===== config.mk =====
export PLATFORM = sky130hd
export DESIGN_NAME = dual_cmp_fault_monitor
export DESIGN_NICKNAME = d
export VERILOG_FILES = /design/src/rtl/fmon_pkg.sv /design/src/rtl/fmon_sync.sv /design/src/rtl/fmon_polarity.sv /design/src/rtl/fmon_snapshot.sv /design/src/rtl/dual_cmp_fault_monitor.sv
export SDC_FILE = /design/constraint.sdc
export NUM_CORES = 1
export LEC_CHECK = 0
export BUFFER_PORTS_ARGS = -buffer_cell sky130_fd_sc_hd__buf_4
export CORE_AREA = 5 5 42 44
export CTS_CLUSTER_SIZE = 8
export DETAILED_ROUTE_END_ITERATION = 6
export DIE_AREA = 0 0 47 49
export GPL_ROUTABILITY_DRIVEN = 0
export HOLD_SLACK_MARGIN = 0.1
export MAX_ROUTING_LAYER = met4
export PLACE_DENSITY_LB_ADDON = 0.15
export SLEW_MARGIN = 10
export SYNTH_ARGS = -nofsm -noshare
export SYNTH_HDL_FRONTEND = slang
export SYNTH_SLANG_ARGS = --single-unit

===== constraint.sdc =====
create_clock -name clk_i -period 2.66 [get_ports clk_i]
set_input_delay 0.133 -clock clk_i [delete_from_list [all_inputs] [get_ports clk_i]]
set_output_delay 0.133 -clock clk_i [all_outputs]
set_load 0.02 [all_outputs]

===== src/rtl/fmon_pkg.sv =====
package fmon_pkg;
  typedef enum logic {
    SNAP_ON_FAULT = 1'b0,
    SNAP_ON_READY = 1'b1
  } snap_src_e;

  localparam int DEF_NCH    = 2;
  localparam int DEF_STAGES = 2;
endpackage


===== src/rtl/fmon_sync.sv =====
module fmon_sync #(
  parameter int            W       = 1,
  parameter int            STAGES  = 2,
  parameter logic [W-1:0]  RST_VAL = '0
) (
  input  logic         clk_i,
  input  logic         rst_ni,
  input  logic [W-1:0] d_i,
  output logic [W-1:0] q_o,
  output logic         primed_o
);
  localparam int CW = $clog2(STAGES + 1);

  logic [W-1:0]  pipe_q [STAGES];
  logic [CW-1:0] fill_q;

  always_ff @(posedge clk_i or negedge rst_ni) begin
    if (!rst_ni) begin
      for (int i = 0; i < STAGES; i++) pipe_q[i] <= RST_VAL;
      fill_q <= '0;
    end else begin
      pipe_q[0] <= d_i;
      for (int i = 1; i < STAGES; i++) pipe_q[i] <= pipe_q[i-1];
      if (fill_q != CW'(STAGES)) fill_q <= fill_q + 1'b1;
    end
  end

  assign q_o      = pipe_q[STAGES-1];
  assign primed_o = (fill_q == CW'(STAGES));

  // once filled, the pipeline stays valid until the next reset
  assert_primed_sticky_R4: assert property (@(posedge clk_i) disable iff (!rst_ni)
    primed_o |=> primed_o);
endmodule


===== src/rtl/fmon_polarity.sv =====
module fmon_polarity #(
  parameter int NCH = 2
) (
  input  logic           primed_i,
  input  logic [NCH-1:0] above_i,
  input  logic [NCH-1:0] ov_mode_i,
  output logic [NCH-1:0] fault_o
);
  for (genvar c = 0; c < NCH; c++) begin : g_ch
    assign fault_o[c] = primed_i & (ov_mode_i[c] ? above_i[c] : ~above_i[c]);
  end
endmodule


===== src/rtl/fmon_snapshot.sv =====
module fmon_snapshot #(
  parameter int NCH = 2
) (
  input  logic           clk_i,
  input  logic           rst_ni,
  input  logic           capture_i,
  input  logic [NCH-1:0] live_i,
  input  logic           clr_i,
  input  logic [NCH-1:0] clr_sel_i,
  output logic [NCH-1:0] held_o
);
  logic [NCH-1:0] held_q;

  always_ff @(posedge clk_i or negedge rst_ni) begin
    if (!rst_ni)        held_q <= '0;
    else if (capture_i) held_q <= live_i;
    else if (clr_i)     held_q <= held_q & ~clr_sel_i;
  end

  assign held_o = held_q;

  assert_held_stable_R10: assert property (@(posedge clk_i) disable iff (!rst_ni)
    (!capture_i && !clr_i) |=> $stable(held_o));

  assert_clear_effect_R10: assert property (@(posedge clk_i) disable iff (!rst_ni)
    (clr_i && !capture_i) |=> ((held_o & $past(clr_sel_i)) == '0));
endmodule


===== src/rtl/dual_cmp_fault_monitor.sv =====
module dual_cmp_fault_monitor
  import fmon_pkg::*;
#(
  parameter int NCH         = DEF_NCH,
  parameter int SYNC_STAGES = DEF_STAGES
) (
  input  logic             clk_i,
  input  logic             rst_ni,
  input  logic [NCH-1:0]   cmp_above_i,
  input  logic             ready_line_i,
  input  logic [NCH-1:0]   cfg_ov_i,
  input  logic             cfg_mask_margin_i,
  input  logic             margin_active_i,
  input  logic             cfg_snap_on_ready_i,
  input  logic             cfg_ready_act_high_i,
  input  logic             clr_i,
  input  logic [NCH-1:0]   clr_sel_i,
  output logic             fault_n_o,
  output logic [2*NCH-1:0] status_o
);
  localparam int SW = 2 * NCH;

  logic [NCH-1:0] cmp_s, live, held;
  logic           cmp_primed, rdy_s, rdy_primed, rdy_prev_q;
  logic           suppress, drive_next, fault_act_q;
  logic           evt_fault, evt_ready;
  snap_src_e      snap_src;

  fmon_sync #(.W(NCH), .STAGES(SYNC_STAGES), .RST_VAL('0)) u_cmp_sync (
    .clk_i(clk_i), .rst_ni(rst_ni), .d_i(cmp_above_i),
    .q_o(cmp_s), .primed_o(cmp_primed));

  fmon_sync #(.W(1), .STAGES(SYNC_STAGES), .RST_VAL(1'b1)) u_rdy_sync (
    .clk_i(clk_i), .rst_ni(rst_ni), .d_i(ready_line_i),
    .q_o(rdy_s), .primed_o(rdy_primed));

  fmon_polarity #(.NCH(NCH)) u_pol (
    .primed_i(cmp_primed), .above_i(cmp_s), .ov_mode_i(cfg_ov_i), .fault_o(live));

  assign snap_src   = snap_src_e'(cfg_snap_on_ready_i);
  assign suppress   = cfg_mask_margin_i & margin_active_i;
  assign drive_next = (|live) & ~suppress;

  always_ff @(posedge clk_i or negedge rst_ni) begin
    if (!rst_ni) begin
      fault_act_q <= 1'b0;
      rdy_prev_q  <= 1'b1;
    end else begin
      fault_act_q <= drive_next;
      rdy_prev_q  <= rdy_s;
    end
  end

  assign evt_fault = (snap_src == SNAP_ON_FAULT) & drive_next & ~fault_act_q;
  assign evt_ready = (snap_src == SNAP_ON_READY) & cfg_ready_act_high_i &
                     rdy_primed & rdy_prev_q & ~rdy_s;

  fmon_snapshot #(.NCH(NCH)) u_snap (
    .clk_i(clk_i), .rst_ni(rst_ni), .capture_i(evt_fault | evt_ready),
    .live_i(live), .clr_i(clr_i), .clr_sel_i(clr_sel_i), .held_o(held));

  assign fault_n_o = ~fault_act_q;
  assign status_o  = SW'({held, live});

  assert_mask_release_R6: assert property (@(posedge clk_i) disable iff (!rst_ni)
    (cfg_mask_margin_i && margin_active_i) |=> fault_n_o);

  assert_fault_has_cause_R5: assert property (@(posedge clk_i) disable iff (!rst_ni)
    (!fault_n_o) |-> $past(|status_o[NCH-1:0]));

  assert_ready_ignored_R9: assert property (@(posedge clk_i) disable iff (!rst_ni)
    (cfg_snap_on_ready_i && !cfg_ready_act_high_i && !clr_i)
      |=> $stable(status_o[SW-1:NCH]));

  assert_fault_snap_needs_edge_R7: assert property (@(posedge clk_i) disable iff (!rst_ni)
    (!cfg_snap_on_ready_i && !fault_n_o && !clr_i) |=> $stable(status_o[SW-1:NCH]));
endmodule


Word-level counts from Yosys, hierarchy flattened
Index checks and enable logic that the tools add are counted.
{"block": "totals", "register_bits": 14, "input_bits": 14, "out_inout_bits": 5}
{"block": "classes", "n_addsub": 2, "eq_ne": 4, "mux": 4, "bitwise": 19, "reduce_logical": 2}
{"cell": "$and 1x1->1", "count": 10}
{"cell": "$not 1->1", "count": 6}
{"cell": "$add 2x1->2 const B", "count": 2}
{"cell": "$eq 2x2->1 const B", "count": 2}
{"cell": "$mux 2", "count": 2}
{"cell": "$ne 2x2->1 const B", "count": 2}
{"cell": "$and 2x2->2", "count": 1}
{"cell": "$mux 1", "count": 2}
{"cell": "$not 2->2", "count": 1}
{"cell": "$reduce_bool 2->1", "count": 1}
{"cell": "$reduce_or 2->1", "count": 1}
{"cell": "$or 1x1->1", "count": 1}

Longest topological paths before layout
Gate-level depths: netlist of run 1.
{"block": "depth", "ltp_word": 9, "ltp_mapped": 6}

Hierarchy
Synthesis of run 1 repeated with hierarchy kept, for this count alone.
{"block": "hier_totals", "hier_cells": 43, "area_unflattened_um2": 583.1}
{"module": "fmon_sync (u_cmp_sync)", "n_inst": 1, "cells_per_inst": 14, "area_each_um2": 216.5, "seq_area_each_um2": 150.1}
{"module": "fmon_sync (u_rdy_sync)", "n_inst": 1, "cells_per_inst": 10, "area_each_um2": 148.9, "seq_area_each_um2": 102.6}
{"module": "fmon_snapshot", "n_inst": 1, "cells_per_inst": 8, "area_each_um2": 95.1, "seq_area_each_um2": 50.0}
{"module": "dual_cmp_fault_monitor", "n_inst": 1, "cells_per_inst": 7, "area_each_um2": 92.6, "seq_area_each_um2": 51.3}
{"module": "fmon_polarity", "n_inst": 1, "cells_per_inst": 4, "area_each_um2": 30.0, "seq_area_each_um2": 0.0}

Worst setup path after synthesis of run 1
OpenSTA, ideal clock, no wires.
{"block": "synth_timing", "kind": "reg-to-reg", "startpoint": "register u_rdy_sync.fill_q[0]", "endpoint": "register u_snap.held_q[0] (netlist: u_snap.held_o[0])", "setup_ns": 0.120, "t_arrival_ns": 1.116, "setup_slack_ns": 1.424, "path_stages_with_launch": 7, "path_buffers": 0, "synth_period_minus_slack_ns": 1.236, "path_cell_list": "dfrtp_1 > inv_1 > ha_1 > and2b_1 > and4_4 > o21ai_1 > nand2_1"}
{"block": "synth_via", "elab_chain_len": 6, "elab_cells_between_ends": 7}
{"element": "start, declared", "line": "fmon_sync.sv:15", "source": "logic [CW-1:0] fill_q;"}
{"element": "start signal, assigned", "line": "fmon_sync.sv:24", "source": "if (fill_q != CW'(STAGES)) fill_q <= fill_q + 1'b1;"}
{"element": "$eq 2x2->1 *", "line": "fmon_sync.sv:29", "source": "assign primed_o = (fill_q == CW'(STAGES));"}
{"element": "$and 1x1->1 *", "line": "dual_cmp_fault_monitor.sv:55", "source": "assign evt_ready = (snap_src == SNAP_ON_READY) & cfg_ready_act_high_i &"}
{"element": "$and 1x1->1 * (2 in a row)", "line": "dual_cmp_fault_monitor.sv:56", "source": "rdy_primed & rdy_prev_q & ~rdy_s;"}
{"element": "$or 1x1->1 *", "line": "dual_cmp_fault_monitor.sv:59", "source": ".clk_i(clk_i), .rst_ni(rst_ni), .capture_i(evt_fault | evt_ready),"}
{"element": "$mux 2 / $reduce_bool 2->1 (equally long branches)"}
{"element": "end signal, assigned", "line": "fmon_snapshot.sv:16", "source": "else if (capture_i) held_q <= live_i;"}
{"element": "end signal, assigned", "line": "fmon_snapshot.sv:17", "source": "else if (clr_i) held_q <= held_q & ~clr_sel_i;"}
{"element": "end, declared", "line": "fmon_snapshot.sv:12", "source": "logic [NCH-1:0] held_q;"}
Every way passes the cells marked *; elsewhere a longest branch is shown, timed or not.
A chain may end at the register's enable or synchronous reset.

Final worst setup path of run 1
{"block": "layout_timing", "startpoint": "register u_cmp_sync.fill_q[0]", "endpoint": "output port status_o[1]"}
{"block": "layout_via", "elab_chain_len": 2}
{"element": "start, declared", "line": "fmon_sync.sv:15"}
{"element": "start signal, assigned", "line": "fmon_sync.sv:24"}
{"element": "$eq 2x2->1", "line": "fmon_sync.sv:29"}
{"element": "$and 1x1->1", "line": "fmon_polarity.sv:10", "source": "assign fault_o[c] = primed_i & (ov_mode_i[c] ? above_i[c] : ~above_i[c]);"}
{"element": "end, declared", "line": "dual_cmp_fault_monitor.sv:19", "source": "output logic [2*NCH-1:0] status_o"}
Every way passes these cells.

==> impl_metrics.yaml, run 1 <==
cells_and_area:
  nets: 88
  instances_no_fill: 87
  n_antenna_cell: 0
  layout_common_cells: "buf_4, dfrtp_1, nand2_1"
  drive_gt1_share_pct: 39.4
  syn2layout_area_growth_pct: 39.4
  final_common_cell: "buf_4"
yosys:
  yosysWarnings: 0
  syn_nets: 61
  synth_cell_types: 17
  synthTopCellsByArea: "dfrtp_1, dfstp_2, xnor2_1"
  syn_inst: 45
  ys_seq_area_share_pct: 63.0
  syn_area_um2: 562
  synth_area_per_cell_um2: 12.5
  synth_area_leader_cell: "dfrtp_1"
  synth_seq_cells: 14
  yosysTopAreaCellShare_pct: 49.0
floorplan:
  num_rows: 14
  core_um2: 1400
  io_pins: 19
  fp.dieArea_um2: 2300
  die_h_um: 49
  die_x_um: 47
  start_util_pct: 40.1
timing:
  setup_tns_ns: 0
  finalHoldViolations: 0
  fmax_mhz: 660
  tightest_slew_ns: 0.217
  slew_viol_final: 0
  hold_ws_ns: 0.136
  setup_viol: 0
  rsz0062_at_grt: "no"
  clock_skew_ns: 0.00400
  period_needed_ns: 1.52
  max_slew_margin_pct: 85.4
  fin_crit_sh_pct: 57.0
hold_path:
  worstHoldStart: "clr_sel_i[0]"
  hold_depth: 4
  hold_class: "in2reg"
  min_to: "u_snap.held_o[0]"
clocking:
  cts_buffers: 3
  cts_resized: 0
  root_buffer: "clkbuf_4"
  clkLatencyLatePin_ns: 0.28
  htree_levels: 1
  clockBufferDepth: 2
  path_clk_slew_ns: 0.08
  cts_tree: "yes"
  post-cts-setup-buffer-count: 0
  cts.sinks: 14
  holdBufCountCts: 4
worst_setup_path:
  reg2reg_to: "u_snap.held_o[0]"
  path_class: "reg2out"
  start_kind: "flip-flop"
  slowest_stage: "dfrtp_1"
  cp_max_fo: 7
  r2r_slack_ns: 1.35
  cp-end-kind: "output pin"
  required_ns: 2.53
  crit_arrival_ns: 1.38
  rr_worst_depth: 6
  crit_path_cell_trace: "inv_1 -> ha_1 -> and2_2 -> buf_4"
  rr_startpoint: "u_rdy_sync.fill_q[0]"
  cp_slowest_stage_delay_ns: 0.40
status:
  status: "complete, no violations"
routing:
  via_count: 417
  wirelength_um: 989
  wl_per_cell_um: 11.4
  drc_errors: 0
  firstDrtPassIters: 4
  final_antenna_net_count: 0
  vias_per_cell: 4.79
  drt_iter0_drc: 5
power:
  p_leak_nw: 0.384
  power.density_nw_per_um2: 553
  irDropWorstVdd_mv: 0.340
place:
  hpwl_um: 769
  port_buffers: 18
  place_inst: 79
global_route:
  grt_pass1_vias: 393
  grt_first_pass_wirelength_um: 1570
  grt-ovfl-total: 0
  grt_max_degree: 15
  antenna_found_initial: 0
  grt_usage_pct: 10.1
flow_run:
  cap_violations: 0
[worst max path at each step]
stage | slack [ns] | cells after the start | startpoint | to
6_report | 1.14 | 4 | u_cmp_sync.fill_q[0] | status_o[1]
4_1_cts | 1.12 | 4 | u_cmp_sync.fill_q[0] | status_o[1]
3_3_place_gp | 1.37 | 6 | u_rdy_sync.fill_q[0] | u_snap.held_o[0]
3_5_place_dp | 1.35 | 6 | u_rdy_sync.fill_q[0] | u_snap.held_o[0]
2_1_floorplan | 1.42 | 6 | u_rdy_sync.fill_q[0] | u_snap.held_o[0]
5_1_grt | 1.03 | 4 | u_cmp_sync.fill_q[0] | status_o[1]
[sequential cells by signal (all words and copies together) (netlist names)]
| signal | count |
|---|---|
| fault_act_q | 1 |
| rdy_prev_q | 1 |
| u_cmp_sync.fill_q | 2 |
| u_cmp_sync.pipe_q | 2 |
| u_cmp_sync.q_o | 2 |
| u_rdy_sync.fill_q | 2 |
| u_rdy_sync.pipe_q | 1 |
| u_rdy_sync.q_o | 1 |
| u_snap.held_o | 2 |
[metrics by stage]
step / cell area [µm²] / setup WS (ns) / total power [mW] / utilization (%)
final: 783 / 1.14 / 0.433 / 55.9
after global routing: 783 / 1.03 / 0.461 / 55.9
after CTS: 783 / 1.12 / 0.444 / 55.9
after detailed placement: 717 / 1.35 / 0.310 / 51.2
after global placement: 717 / 1.37 / 0.309 / 51.2
after floorplan: 562 / 1.42 / 0.270 / -
[cell families after synthesis]
logic type,synth area share [%]
AO/OA/AOI/OAI,6.68
flip-flops,63.0
adder cells (fa/ha/maj),4.45
XOR/XNOR,6.24
buffers and inverters,2.67
multiplexers,1.78
AND/OR/NAND/NOR,15.1
[report_power, final]
part	total, mW	switching [mW]	internal [mW]
Clock	0.124	0.0660	0.0582
Combinational	0.0773	0.0371	0.0402
Sequential	0.232	0.00498	0.227
Total	0.433	0.108	0.325
[final cells by class]
class,instances,area [µm²]
fill,140,618
sequential,14,354
clock buffer,4,26.3
inverter,4,15.0
tap,16,20.0
multi-input combinational,27,193
timing repair buffer,22,175
[synth_stat cells]
cell and n:
xnor2_1 4, inv_1 4, dfstp_2 3, and3_1 1, mux2i_1 1, nand4_1 3, and4_4 1, o2111ai_2 1
and2b_1 1, o21a_1 1, and2_2 2, dfrtp_1 11, o21ai_0 1, nand2_1 6, ha_1 2, nor2_1 1
o21ai_1 2
[per-layer routing]
layer / share of wire (%) / wire length, µm / GRT usage, % / vias to the layer above
li1: - / - / - / 204
met1: 40 / 398 / 11.1 / 191
met2: 42 / 416 / 13.8 / 19
met3: 14 / 138 / 4.06 / 3
met4: 3.6 / 36 / 8.29 / 0
met5: 0 / 0 / - / -
[worst max-delay path, delay by kind of cell (launching register included)]
kind          cells  cell delay (ns)
flops             1             0.40
buf+inv           2             0.21
simple gates      1             0.22
fa+ha+maj         1             0.27
Power figures use the tool's default switching activity.
==> inputs of run 2 (changes only) <==
==> constraint.sdc (replaced) <==
create_clock -name clk_i -period 1.54 [get_ports clk_i]
set_input_delay 0.077 -clock clk_i [delete_from_list [all_inputs] [get_ports clk_i]]
set_output_delay 0.077 -clock clk_i [all_outputs]
set_load 0.02 [all_outputs]
==> run 2 against run 1 <==
Against the previous run: worst setup slack got worse by 1.0 ns; hold slack got worse by 0.015 ns; sequential share of layout area fell by 2.2 points; die area did not move; final cell count rose by 4.6%; non-clock buffer count rose by 4; highest routed layer unchanged; largest cell class unchanged; combinational power rose by 82%; sequential cell count did not move; wire length rose by 3.2%; first-iteration DRC count fell by 80%; power rose by 73%; register-to-register slack got worse by 1.1 ns.
==> impl_metrics.yaml, run 2 (synthesized netlist as in run 1, its figures left out) <==
worst_setup_path:
  reg2reg_to: "u_snap.held_o[1]"
  crit_path_cell_trace: "inv_1 -> ha_1 -> and2_2 -> buf_4"
  rr_startpoint: "u_rdy_sync.fill_q[0]"
  path_delay_family: "flip-flops"
  cp_slowest_stage_delay_ns: 0.39
  cp-end-kind: "output pin"
  start_kind: "flip-flop"
  slowest_stage: "dfrtp_1"
  critPathBufInv: 2
  rr_worst_depth: 6
  path_class: "reg2out"
  required_ns: 1.46
  crit_arrival_ns: 1.36
  r2r_slack_ns: 0.23
  cp_max_fo: 7
status:
  status: "complete, no violations"
timing:
  slew_viol_final: 0
  setup_tns_ns: 0
  setup_viol: 0
  max_slew_margin_pct: 84.6
  fmax_mhz: 696
  fin_crit_sh_pct: 93.3
  rsz0062_at_grt: "no"
  period_needed_ns: 1.44
  clock_skew_ns: 0.00669
  finalHoldViolations: 0
  tightest_slew_ns: 0.229
clocking:
  cts_tree: "yes"
  clockBufferDepth: 2
  path_clk_slew_ns: 0.08
  cts_buffers: 3
  htree_levels: 1
  cts_resized: 0
  clkLatencyLatePin_ns: 0.27
  cts.sinks: 14
  root_buffer: "clkbuf_4"
global_route:
  grt-ovfl-total: 0
  grt_first_pass_wirelength_um: 1720
  antenna_found_initial: 0
  grt_max_degree: 15
  grt_pass1_vias: 436
  grt_usage_pct: 10.7
cells_and_area:
  n_antenna_cell: 0
  drive_gt1_share_pct: 37.3
  fin_area_um2: 823
  final_common_cell: "buf_4"
  nets: 92
  syn2layout_area_growth_pct: 46.5
  layout_common_cells: "buf_4, dfrtp_1, dlygate4sd3_1, nand2_1"
  fillers: 131
place:
  hpwl_um: 752
  dpl-instance-area_um2: 717
  port_buffers: 18
floorplan:
  core_um2: 1400
  fp.dieArea_um2: 2300
  die_x_um: 47
  io_pins: 19
  num_rows: 14
  die_h_um: 49
  start_util_pct: 40.1
power:
  irDropWorstVdd_mv: 0.637
  power.density_nw_per_um2: 912
  p_leak_nw: 0.398
routing:
  firstDrtPassIters: 2
  drt_iter0_drc: 1
  wirelength_um: 1020
  vias_per_cell: 4.68
  drc_errors: 0
  wl_per_cell_um: 11.2
  via_count: 426
  final_antenna_net_count: 0
hold_path:
  min_to: "fault_act_q"
  worstHoldStart: "margin_active_i"
  hold_depth: 3
  hold_class: "in2reg"
flow_run:
  cap_violations: 0
==> run 2: cell types whose count changed in the layout (fill, tap and decap cells not counted), sizes merged <==
cell,change
dlygate4sd3,+4
==> run 2: tightest hold or removal path, cell delays in order <==
cell and delay [ns]:
buf_4 0.08, nand2_1 0.09, o21a_1 0.12
==> run 2: routing by layer <==
layer / GRT usage, % / share of wire (%)
met5: - / 0
met2: 14.3 / 45
met4: 7.83 / 2.7
met1: 13.2 / 40
met3: 2.95 / 12
==> run 2: final cells by class <==
cell class,instances,area [µm²],area share [%]
flip-flops and latches,14,354,43.0
clock buffers,4,26.3,3.19
repair buffers,26,215,26.1
well taps,16,20.0,2.43
multi-input cells,27,193,23.4
inverters,4,15.0,1.82
==> run 2: power breakdown <==
part           total, mW  internal, mW  switching [mW]
logic              0.141        0.0760          0.0655
registers          0.401         0.392         0.00912
clock network      0.208         0.100           0.108
==> run 2: worst max-delay path by stage <==
stage,from,to,cells after the start
after global routing,u_cmp_sync.fill_q[0],status_o[1],4
final,u_cmp_sync.fill_q[0],status_o[1],4
after global placement,u_rdy_sync.fill_q[0],u_snap.held_o[0],6
after floorplan,u_rdy_sync.fill_q[0],u_snap.held_o[0],6
after detailed placement,u_rdy_sync.fill_q[0],u_snap.held_o[1],6
after CTS,u_cmp_sync.fill_q[0],status_o[0],4
==> run 2: through the flow <==
step / instances / setup slack [ns] / hold WS, ns / power, mW / utilization [%]
3_3_place_gp: 79 / 0.252 / -0.0663 / 0.533 / 51.2
2_1_floorplan: 45 / 0.304 / -0.219 / 0.466 / -
3_5_place_dp: 79 / 0.222 / -0.0664 / 0.535 / 51.2
5_1_grt: 91 / 0.0194 / 0.121 / 0.792 / 58.8
6_report: 91 / 0.103 / 0.121 / 0.751 / 58.8
4_1_cts: 91 / 0.0894 / 0.104 / 0.764 / 58.8
==> run 2: timing repair <==
action                    CTS  global route
hold endpoints to repair   19             0
setup buffers               0             0
hold buffers                8             0
